**src/rtl/alu16_pkg.sv**
```systemverilog
package alu16_pkg;
  localparam int unsigned DATA_W = 16;
  localparam int unsigned OP_W   = 3;

  typedef enum logic [OP_W-1:0] {
    OP_ADD = 3'b000,
    OP_SUB = 3'b001,
    OP_AND = 3'b010,
    OP_OR  = 3'b011,
    OP_XOR = 3'b100,
    OP_NOT = 3'b101,
    OP_SHL = 3'b110,
    OP_SHR = 3'b111
  } alu_op_e;
endpackage

```
**src/rtl/alu16_addsub.sv**
```systemverilog
module alu16_addsub #(
  parameter int unsigned W = 16
) (
  input  logic [W-1:0] a_i,
  input  logic [W-1:0] b_i,
  input  logic         sub_i,
  output logic [W-1:0] sum_o,
  output logic         carry_o,
  output logic         ovf_o
);
  logic [W-1:0] b_eff;
  logic [W:0]   full;

  // subtraction as a + ~b + 1; carry out then means no borrow
  assign b_eff   = sub_i ? ~b_i : b_i;
  assign full    = {1'b0, a_i} + {1'b0, b_eff} + {{W{1'b0}}, sub_i};
  assign sum_o   = full[W-1:0];
  assign carry_o = full[W];
  assign ovf_o   = (a_i[W-1] == b_eff[W-1]) && (full[W-1] != a_i[W-1]);
endmodule

```
**src/rtl/alu16_logic.sv**
```systemverilog
module alu16_logic
  import alu16_pkg::*;
#(
  parameter int unsigned W = 16
) (
  input  logic [W-1:0] a_i,
  input  logic [W-1:0] b_i,
  input  alu_op_e      op_i,
  output logic [W-1:0] res_o
);
  always_comb begin
    unique case (op_i)
      OP_AND:  res_o = a_i & b_i;
      OP_OR:   res_o = a_i | b_i;
      OP_XOR:  res_o = a_i ^ b_i;
      default: res_o = ~a_i;
    endcase
  end
endmodule

```
**src/rtl/alu16_shift.sv**
```systemverilog
module alu16_shift #(
  parameter int unsigned W = 16
) (
  input  logic [W-1:0] a_i,
  input  logic         left_i,
  output logic [W-1:0] res_o,
  output logic         out_bit_o
);
  always_comb begin
    if (left_i) begin
      res_o     = {a_i[W-2:0], 1'b0};
      out_bit_o = a_i[W-1];
    end else begin
      res_o     = {1'b0, a_i[W-1:1]};
      out_bit_o = a_i[0];
    end
  end
endmodule

```
**src/rtl/alu16.sv**
```systemverilog
module alu16
  import alu16_pkg::*;
#(
  parameter int unsigned W = DATA_W
) (
  input  logic [W-1:0]    a_i,
  input  logic [W-1:0]    b_i,
  input  logic [OP_W-1:0] op_i,
  input  logic            cmp_i,
  output logic [W-1:0]    res_o,
  output logic            zero_o,
  output logic            neg_o,
  output logic            carry_o,
  output logic            ovf_o,
  output logic            res_we_o,
  output logic            flag_we_o
);
  alu_op_e      eff_op;
  logic [W-1:0] arith_res, logic_res, shift_res;
  logic         arith_c, arith_v, shift_c;

  // compare overrides the select with subtraction
  assign eff_op = cmp_i ? OP_SUB : alu_op_e'(op_i);

  alu16_addsub #(.W(W)) u_addsub (
    .a_i     (a_i),
    .b_i     (b_i),
    .sub_i   (eff_op == OP_SUB),
    .sum_o   (arith_res),
    .carry_o (arith_c),
    .ovf_o   (arith_v)
  );

  alu16_logic #(.W(W)) u_logic (
    .a_i   (a_i),
    .b_i   (b_i),
    .op_i  (eff_op),
    .res_o (logic_res)
  );

  alu16_shift #(.W(W)) u_shift (
    .a_i       (a_i),
    .left_i    (eff_op == OP_SHL),
    .res_o     (shift_res),
    .out_bit_o (shift_c)
  );

  always_comb begin
    unique case (eff_op)
      OP_ADD, OP_SUB: begin
        res_o   = arith_res;
        carry_o = arith_c;
        ovf_o   = arith_v;
      end
      OP_SHL, OP_SHR: begin
        res_o   = shift_res;
        carry_o = shift_c;
        ovf_o   = 1'b0;
      end
      default: begin
        res_o   = logic_res;
        carry_o = 1'b0;
        ovf_o   = 1'b0;
      end
    endcase
  end

  assign zero_o    = (res_o == '0);
  assign neg_o     = res_o[W-1];
  assign res_we_o  = ~cmp_i;
  assign flag_we_o = 1'b1;
endmodule

```
**config.mk**
```make
export PLATFORM = sky130hd
export DESIGN_NAME = alu16
export DESIGN_NICKNAME = d
export VERILOG_FILES = /design/src/rtl/alu16_pkg.sv /design/src/rtl/alu16_addsub.sv /design/src/rtl/alu16_logic.sv /design/src/rtl/alu16_shift.sv /design/src/rtl/alu16.sv
export SDC_FILE = /design/constraint.sdc
export NUM_CORES = 1
export LEC_CHECK = 0
export ABC_AREA = 0
export BUFFER_PORTS_ARGS = -buffer_cell sky130_fd_sc_hd__buf_2
export CAP_MARGIN = 20
export CORE_MARGIN = 2
export CORE_UTILIZATION = 55
export DETAILED_ROUTE_END_ITERATION = 10
export PLACE_DENSITY = 0.89
export SETUP_SLACK_MARGIN = 0.4
export SYNTH_ARGS = -nofsm -noshare
export SYNTH_HDL_FRONTEND = slang
export SYNTH_SLANG_ARGS = --single-unit
```
**constraint.sdc**
```tcl
create_clock -name vclk -period 13.14
set_input_delay 1.971 -clock vclk [all_inputs]
set_output_delay 1.971 -clock vclk [all_outputs]
set_load 0.05 [all_outputs]
```
Word level (Yosys, flattened, before mapping)
Cells that the tools add are included.
{"block": "totals", "word_cells": 29, "output_inout_bits": 22, "input_bits": 36, "ff_bits": 0}
{"block": "op_classes", "n_bitwise": 6, "reduce_logical": 5, "n_mux": 8, "n_eq_ne": 8, "n_addsub": 2}
{"cell": "16-bit case mux with 3 select lines", "n": 1}
{"cell": "16-bit two-way mux", "n": 2}
{"cell": "16-bit inverter", "n": 2}
{"cell": "16-bit case mux with 2 select lines", "n": 1}
{"cell": "16-bit by 16-bit adder with 17-bit output", "n": 1}
{"cell": "17-bit by 1-bit adder with 17-bit output", "n": 1}
{"cell": "16-bit bitwise AND", "n": 1}
{"cell": "16-bit zero test", "n": 1}
{"cell": "16-bit OR", "n": 1}
{"cell": "16-bit bitwise XOR", "n": 1}
{"cell": "3-bit == test, second input constant", "n": 3}
{"cell": "3-bit by 2-bit == test with 1-bit output, second input constant", "n": 2}
{"cell": "2-bit OR reduction", "n": 2}
{"cell": "3-bit by 1-bit == test with 1-bit output, second input constant", "n": 1}
{"cell": "3-bit zero test", "n": 1}
{"cell": "3-bit two-way mux", "n": 1}
{"cell": "1-bit two-way mux", "n": 2}
{"cell": "1-bit case mux with 2 select lines", "n": 1}
{"cell": "1-bit == test", "n": 1}
{"cell": "1-bit logical AND", "n": 1}
{"cell": "1-bit inequality test", "n": 1}
{"cell": "1-bit inverter", "n": 1}

Depth between registers and ports, before layout
Gate-level depths: netlist of run 1.
{"block": "depth", "ltp_word": 8, "depth_mapped": 20, "ltp_nobuf": 15}

Hierarchy
From an unflattened synthesis of run 1, not the netlist that was laid out.
{"block": "hier_totals", "cells_unflattened": 322, "hier_area_um2": 2777.7}
{"module": "alu16_addsub", "area_per_inst_um2": 924.6, "cells_each": 114, "seq_area_each_um2": 0.0, "n_inst": 1}
{"module": "alu16_logic", "area_per_inst_um2": 884.6, "cells_each": 108, "seq_area_each_um2": 0.0, "n_inst": 1}
{"module": "alu16", "area_per_inst_um2": 721.9, "cells_each": 81, "seq_area_each_um2": 0.0, "n_inst": 1}
{"module": "alu16_shift", "area_per_inst_um2": 246.5, "cells_each": 19, "seq_area_each_um2": 0.0, "n_inst": 1}

Worst setup path after synthesis of run 1
OpenSTA, ideal clock, no wires.
{"block": "synth_path", "path_kind": "in2out", "from": "input op_i[0]", "to": "output zero_o", "required_ps": 11169, "path_buffers": 6, "setup_slack_ps": 2679, "arrival_ps": 8490, "cell_stages": 19, "cell_sequence": "buf_6 > clkbuf_1 > buf_2 > buf_1 > clkbuf_1 > nor2_1 > nor2_1 > clkbuf_1 > xnor2_1 > ha_1 > a21oi_1 > nand2_1 > xor2_1 > a221o_1 > or4_1 > or4_1 > nor4_2 > o2111ai_1 > nor4bb_1"}
{"block": "synth_between", "elab_chain_cells": 7, "word_cells_on_any_way": 17, "classes_between": "add/sub: 2; eq/ne: 6; mux: 5; reduce/logical: 4"}
{"element": "start: declaration", "line_no": "alu16.sv:8", "text": "input logic [OP_W-1:0] op_i,"}
{"element": "3-bit two-way mux *", "line_no": "alu16.sv:23", "text": "assign eff_op = cmp_i ? OP_SUB : alu_op_e'(op_i);"}
{"element": "3-bit by 1-bit == test with 1-bit output", "line_no": "alu16.sv:28, alu16.sv:49"}
{"element": "16-bit two-way mux", "line_no": "alu16_addsub.sv:15", "text": "assign b_eff = sub_i ? ~b_i : b_i;"}
{"element": "16-bit by 16-bit adder with 17-bit output", "line_no": "alu16_addsub.sv:16", "text": "assign full = {1'b0, a_i} + {1'b0, b_eff} + {{W{1'b0}}, sub_i};"}
{"element": "17-bit by 1-bit adder with 17-bit output", "line_no": "alu16_addsub.sv:16"}
{"element": "16-bit case mux with 2 select lines *", "line_no": "alu16.sv:49", "text": "unique case (eff_op)"}
{"element": "via res_o[4]", "line_no": "alu16.sv:10", "text": "output logic [W-1:0] res_o,"}
{"element": "16-bit zero test *", "line_no": "alu16.sv:68", "text": "assign zero_o = (res_o == '0);"}
{"element": "end: declaration", "line_no": "alu16.sv:11", "text": "output logic zero_o,"}
The timed path passes the listed nets; every way through them passes the cells marked *.

Worst setup path after layout of run 1
{"block": "layout_path", "from": "input op_i[0]", "to": "output zero_o"}
{"block": "layout_between", "elab_chain_cells": 7, "word_cells_on_any_way": 17, "classes_between": "add/sub: 2; eq/ne: 6; mux: 5; reduce/logical: 4"}
{"element": "3-bit two-way mux *", "line_no": "alu16.sv:23"}
{"element": "3-bit by 1-bit == test with 1-bit output", "line_no": "alu16.sv:28, alu16.sv:49"}
{"element": "16-bit two-way mux", "line_no": "alu16_addsub.sv:15"}
{"element": "16-bit by 16-bit adder with 17-bit output", "line_no": "alu16_addsub.sv:16"}
{"element": "17-bit by 1-bit adder with 17-bit output", "line_no": "alu16_addsub.sv:16"}
{"element": "16-bit case mux with 2 select lines *", "line_no": "alu16.sv:49"}
{"element": "16-bit zero test *", "line_no": "alu16.sv:68"}
Mark *: on every way between the ends. The rest lies on a longest branch, timed or not.

==> impl_metrics.json, run 1 <==
{
  "gp_congestion": 0.952,
  "crit_chain": "buf_2 -> buf_4 -> nor2_1 -> nor2_1 -> buf_4 -> xnor2_1 -> inv_1 -> fa_1 -> nand3b_1 -> nand2_1 -> xor2_1 -> a221o_1 -> or4_1 -> or4_1 -> nor4_2 -> o2111ai_1 -> nor4bb_1 -> buf_2",
  "cts_hold_repair.buffers": 0,
  "cp_max_fo": 53,
  "drc_errors": 0,
  "grt-ovfl-total": 0,
  "required_ns": 11.17,
  "slew_violations": 0,
  "seq_cells": 0,
  "drt-total-wl_um": 7560,
  "firstDrtPassIters": 5,
  "seqCellArea_um2": 0,
  "place_ws_ns": 4.83,
  "ant_nets": 0,
  "antenna_cells": 0,
  "synth.most_common_cell": "ha_1",
  "rsz0062_at_grt": "no",
  "fillCellCount": 414,
  "arrival_ns": 6.37,
  "cp-start-kind": "input pin",
  "grt_max_degree": 54,
  "antenna_found_initial": 0,
  "hold_viol_final": 0,
  "slew_headroom": 0.308,
  "status": "completed",
  "synth_warnings": 0,
  "fmaxAchievable_mhz": 120,
  "io_buffers": 57,
  "ys_seq_area_frac": 0,
  "via_per_inst": 6.35,
  "synth_fp_nets": 455,
  "timing.final.crit_share": 0.635,
  "start_util": 0.563,
  "netlist_top_cells_area": "ha_1 (24%), mux2i_1 (6.9%), xnor2_1 (6.4%)",
  "rows": 25,
  "ir_drop_mv": 0.0446,
  "postSynthCellCount": 368,
  "max_stage_delay_ns": 0.51,
  "drt_iter0_drc": 458,
  "period_needed_ns": 8.35,
  "tightest_slew_ns": 1.04,
  "wire_per_inst_um": 16.4,
  "first_global_vias": 2582,
  "cp_slowest_cell": "or4_1",
  "synth_area_um2": 2610,
  "fin_setup_tns_ns": 0,
  "setup_slack_ns": 4.79,
  "die_y_um": 72.8,
  "post_cts_resized": 0,
  "core-area_um2": 4630,
  "synth_area_leader_cell": "ha_1",
  "yosys-top-cells-count": "ha_1 (50), inv_1 (42), nand2_1 (31)",
  "nets": 497,
  "dp_hpwl_um": 5740,
  "synth_cell_types": 59,
  "cp_num_buf_inv": 5,
  "synth_top_area_share": 0.240,
  "globalRouteTotalUtil": 0.270,
  "setup_viol": 0,
  "p_leak_nw": 1.43,
  "clkbuf_count": 0,
  "die_width_um": 72.8,
  "grt_pass1_wl_um": 11700,
  "post_cts_buffers": 0,
  "syn_to_final_growth_pct": 10.3,
  "critical_path_class": "input pin to primary output",
  "drv_cap": 0,
  "cpLargestDelayFamily": "simple AND/OR/NAND/NOR gates",
  "min-delay-path-class": "input pin to primary output",
  "vias": 2932,
  "final_layout_size_suffix_gt1_frac": 0.172,
  "startpoint": "op_i[0]",
  "power_per_cell_area_nw_per_um2": 77.4,
  "syn-mean-instance-area_um2": 7.08,
  "endpoint_kind": "primary output",
  "io_pins": 58,
  "holdCritStartpoint": "cmp_i",
  "die_area_um2": 5300
}
## area by class of cell
type	count	area, um2	share of cell area
Inverter	43	161	0.0561
Timing Repair Buffer	62	323	0.112
Multi-Input combinational cell	303	2320	0.808
Tap cell	54	67.6	0.0235
## through the flow
stage	std cells	total power [mW]	hold slack (ns)	util	instance area, um2
2_1_floorplan	368	0.170	4.20	-	2610
3_3_place_gp	462	0.212	4.47	0.621	2880
3_5_place_dp	462	0.218	4.48	0.621	2880
4_1_cts	462	0.219	4.49	0.621	2880
5_1_grt	462	0.238	4.52	0.621	2880
6_report	462	0.222	4.50	0.621	2880
## layout by cell type, fill, tap and decap left out, types with 3 or more instances in the layout
| cell type | synthesis | final |
|---|---|---|
| o22ai_1 | 4 | 4 |
| o211ai_1 | 3 | 3 |
| o221ai_1 | 12 | 12 |
| o21ai_1 | 3 | 3 |
| xnor2_1 | 19 | 19 |
| buf_4 | 5 | 5 |
| nand2b_1 | 11 | 11 |
| inv_1 | 42 | 42 |
| nor2_1 | 22 | 22 |
| ha_1 | 50 | 50 |
| a21oi_1 | 25 | 25 |
| buf_2 | 4 | 57 |
| o21ai_0 | 23 | 23 |
| or4_1 | 4 | 4 |
| a21o_1 | 5 | 5 |
| a221oi_1 | 7 | 7 |
| mux2i_1 | 18 | 18 |
| a221o_1 | 3 | 3 |
| xor2_1 | 3 | 3 |
| nand2_1 | 31 | 31 |
| a22oi_1 | 3 | 3 |
| nor2b_1 | 6 | 6 |
| nor3_1 | 6 | 6 |
| nand3_1 | 4 | 4 |
| o31ai_1 | 3 | 3 |
| a31oi_1 | 3 | 3 |
## power breakdown
group          internal (mW)  switching [mW]
clock                      0               0
combinational         0.0731           0.149
sequential                 0               0
total                 0.0731           0.149
## routing by layer
layer  track usage  vias up  routed length [um]
li1              -     1407                   -
met1         0.361     1316                3080
met2         0.469      173                3530
met3        0.0124       36                 688
met4        0.0802        0                 256
met5             0        -                   0
## cells by family (layout without fill, tap and decap cells)
group,Yosys count,count (layout),share of synthesized area
fa+ha+maj,51,51,0.248
xor+xnor,22,22,0.0739
mux,19,19,0.0778
compound gates,109,109,0.284
buf+inv,65,105,0.108
other cells,1,1,0.00144
simple gates,101,101,0.207
## path summary, 6_finish.rpt
check / to / slack, ns / depth (start not counted)
max: zero_o / 4.79 / 18
min: res_we_o / 4.50 / 3
Power figures use the tool's default switching activity.
==> run 2, diff against run 1 <==
clock period = 8.3 ns   (was 13.14 ns; I/O delays follow)
==> impl_metrics.json, run 2 (same netlist as run 1, synthesis figures left out) <==
{
  "tightest_slew_ns": 0.720,
  "cp_max_fo": 29,
  "hold_viol_final": 0,
  "setup_viol": 0,
  "gp_congestion": 0.994,
  "status": "completed",
  "multi_input_area_um2": 2340,
  "endpoint_kind": "primary output",
  "drt_iter0_drc": 301,
  "io_buffers": 57,
  "startpoint": "op_i[0]",
  "fillCellCount": 460,
  "seqCellArea_um2": 0,
  "layout_commonest_cell": "buf_2",
  "start_util": 0.563,
  "die_width_um": 72.8,
  "grt-ovfl-total": 0,
  "slew_violations": 0,
  "via_per_inst": 6.16,
  "power_per_cell_area_nw_per_um2": 122,
  "cp_slowest_cell": "or4_1",
  "grt_max_degree": 30,
  "cp_num_buf_inv": 4,
  "nets": 499,
  "cp-start-kind": "input pin",
  "first_global_vias": 2603,
  "grt_pass1_wl_um": 12400,
  "rsz0062_at_grt": "no",
  "period_needed_ns": 6.93,
  "antenna_found_initial": 0,
  "clkbuf_count": 0,
  "crit_chain": "buf_2 -> nor2_1 -> nor2_2 -> buf_4 -> xnor2_1 -> inv_1 -> fa_1 -> nand3b_1 -> nand2_1 -> xor2_1 -> a221o_1 -> or4_1 -> or4_1 -> nor4_2 -> o2111ai_1 -> nor4bb_4 -> buf_2",
  "wire_per_inst_um": 16.5,
  "slew_headroom": 0.515,
  "holdCritStartpoint": "cmp_i",
  "critical_path_class": "input pin to primary output",
  "p_leak_nw": 1.46,
  "ir_drop_mv": 0.0728,
  "final_layout_size_suffix_gt1_frac": 0.180,
  "final_cell_area_um2": 2910,
  "timing.final.crit_share": 0.835,
  "globalRouteTotalUtil": 0.289,
  "die_y_um": 72.8,
  "final_cell_mix": "buf_2 (57), ha_1 (50), inv_1 (42)",
  "drv_cap": 0,
  "cts_hold_repair.buffers": 0,
  "post_cts_buffers": 0,
  "seq_cells": 0,
  "fin_setup_tns_ns": 0,
  "ant_nets": 0,
  "drc_errors": 0,
  "max_stage_delay_ns": 0.53,
  "placed_cell_area_um2": 2910,
  "min-delay-path-class": "input pin to primary output",
  "io_pins": 58,
  "antenna_cells": 0,
  "fmaxAchievable_mhz": 144,
  "syn_to_final_growth_pct": 11.6,
  "die_area_um2": 5300,
  "firstDrtPassIters": 5,
  "vias": 2859,
  "arrival_ns": 5.68,
  "required_ns": 7.05,
  "rows": 25,
  "core-area_um2": 4630,
  "drt-total-wl_um": 7640,
  "post_cts_resized": 0,
  "cpLargestDelayFamily": "simple AND/OR/NAND/NOR gates",
  "dp_hpwl_um": 5910
}
## run 2: cell types whose count changed in the layout (fill, tap and decap cells not counted), sizes merged
cell	previous run	this run
buf	62	64
## run 2: tightest hold or removal path, cell delays in order
cell and delay [ns]:
buf_2 0.24, inv_2 0.09, buf_2 0.22
## run 2: area by class of cell
class	count	area share
Tap cell	54	0.0232
Inverter	43	0.0555
Multi-Input combinational cell	303	0.805
Timing Repair Buffer	64	0.116
## run 2: final timing paths
check / depth (start not counted) / slack [ns] / to
setup / recovery: 17 / 1.37 / zero_o
hold / removal: 3 / 3.04 / res_we_o
## run 2: through the flow
step | setup WS [ns] | util | power, mW | hold WS, ns | std cells
after floorplan | 0.523 | - | 0.272 | 2.75 | 368
after global placement | 1.52 | 0.628 | 0.345 | 3.03 | 464
after detailed placement | 1.41 | 0.628 | 0.349 | 3.04 | 464
after CTS | 1.40 | 0.628 | 0.351 | 3.04 | 464
after global routing | 1.17 | 0.628 | 0.382 | 3.08 | 464
final | 1.37 | 0.628 | 0.355 | 3.04 | 464
## run 2: per-layer routing
metal / part of all wire / vias to the layer above / routed length [um] / GRT usage
met2: 0.47 / 129 / 3570 / 0.485
li1: - / 1411 / - / -
met1: 0.44 / 1307 / 3390 / 0.409
met3: 0.077 / 12 / 587 / 0.0138
met5: 0 / - / 0 / 0
met4: 0.012 / 0 / 93 / 0.0638
## run 2: power breakdown
part	internal, mW	switching [mW]
Sequential	0	0
Combinational	0.117	0.238
Clock	0	0
Total	0.117	0.238
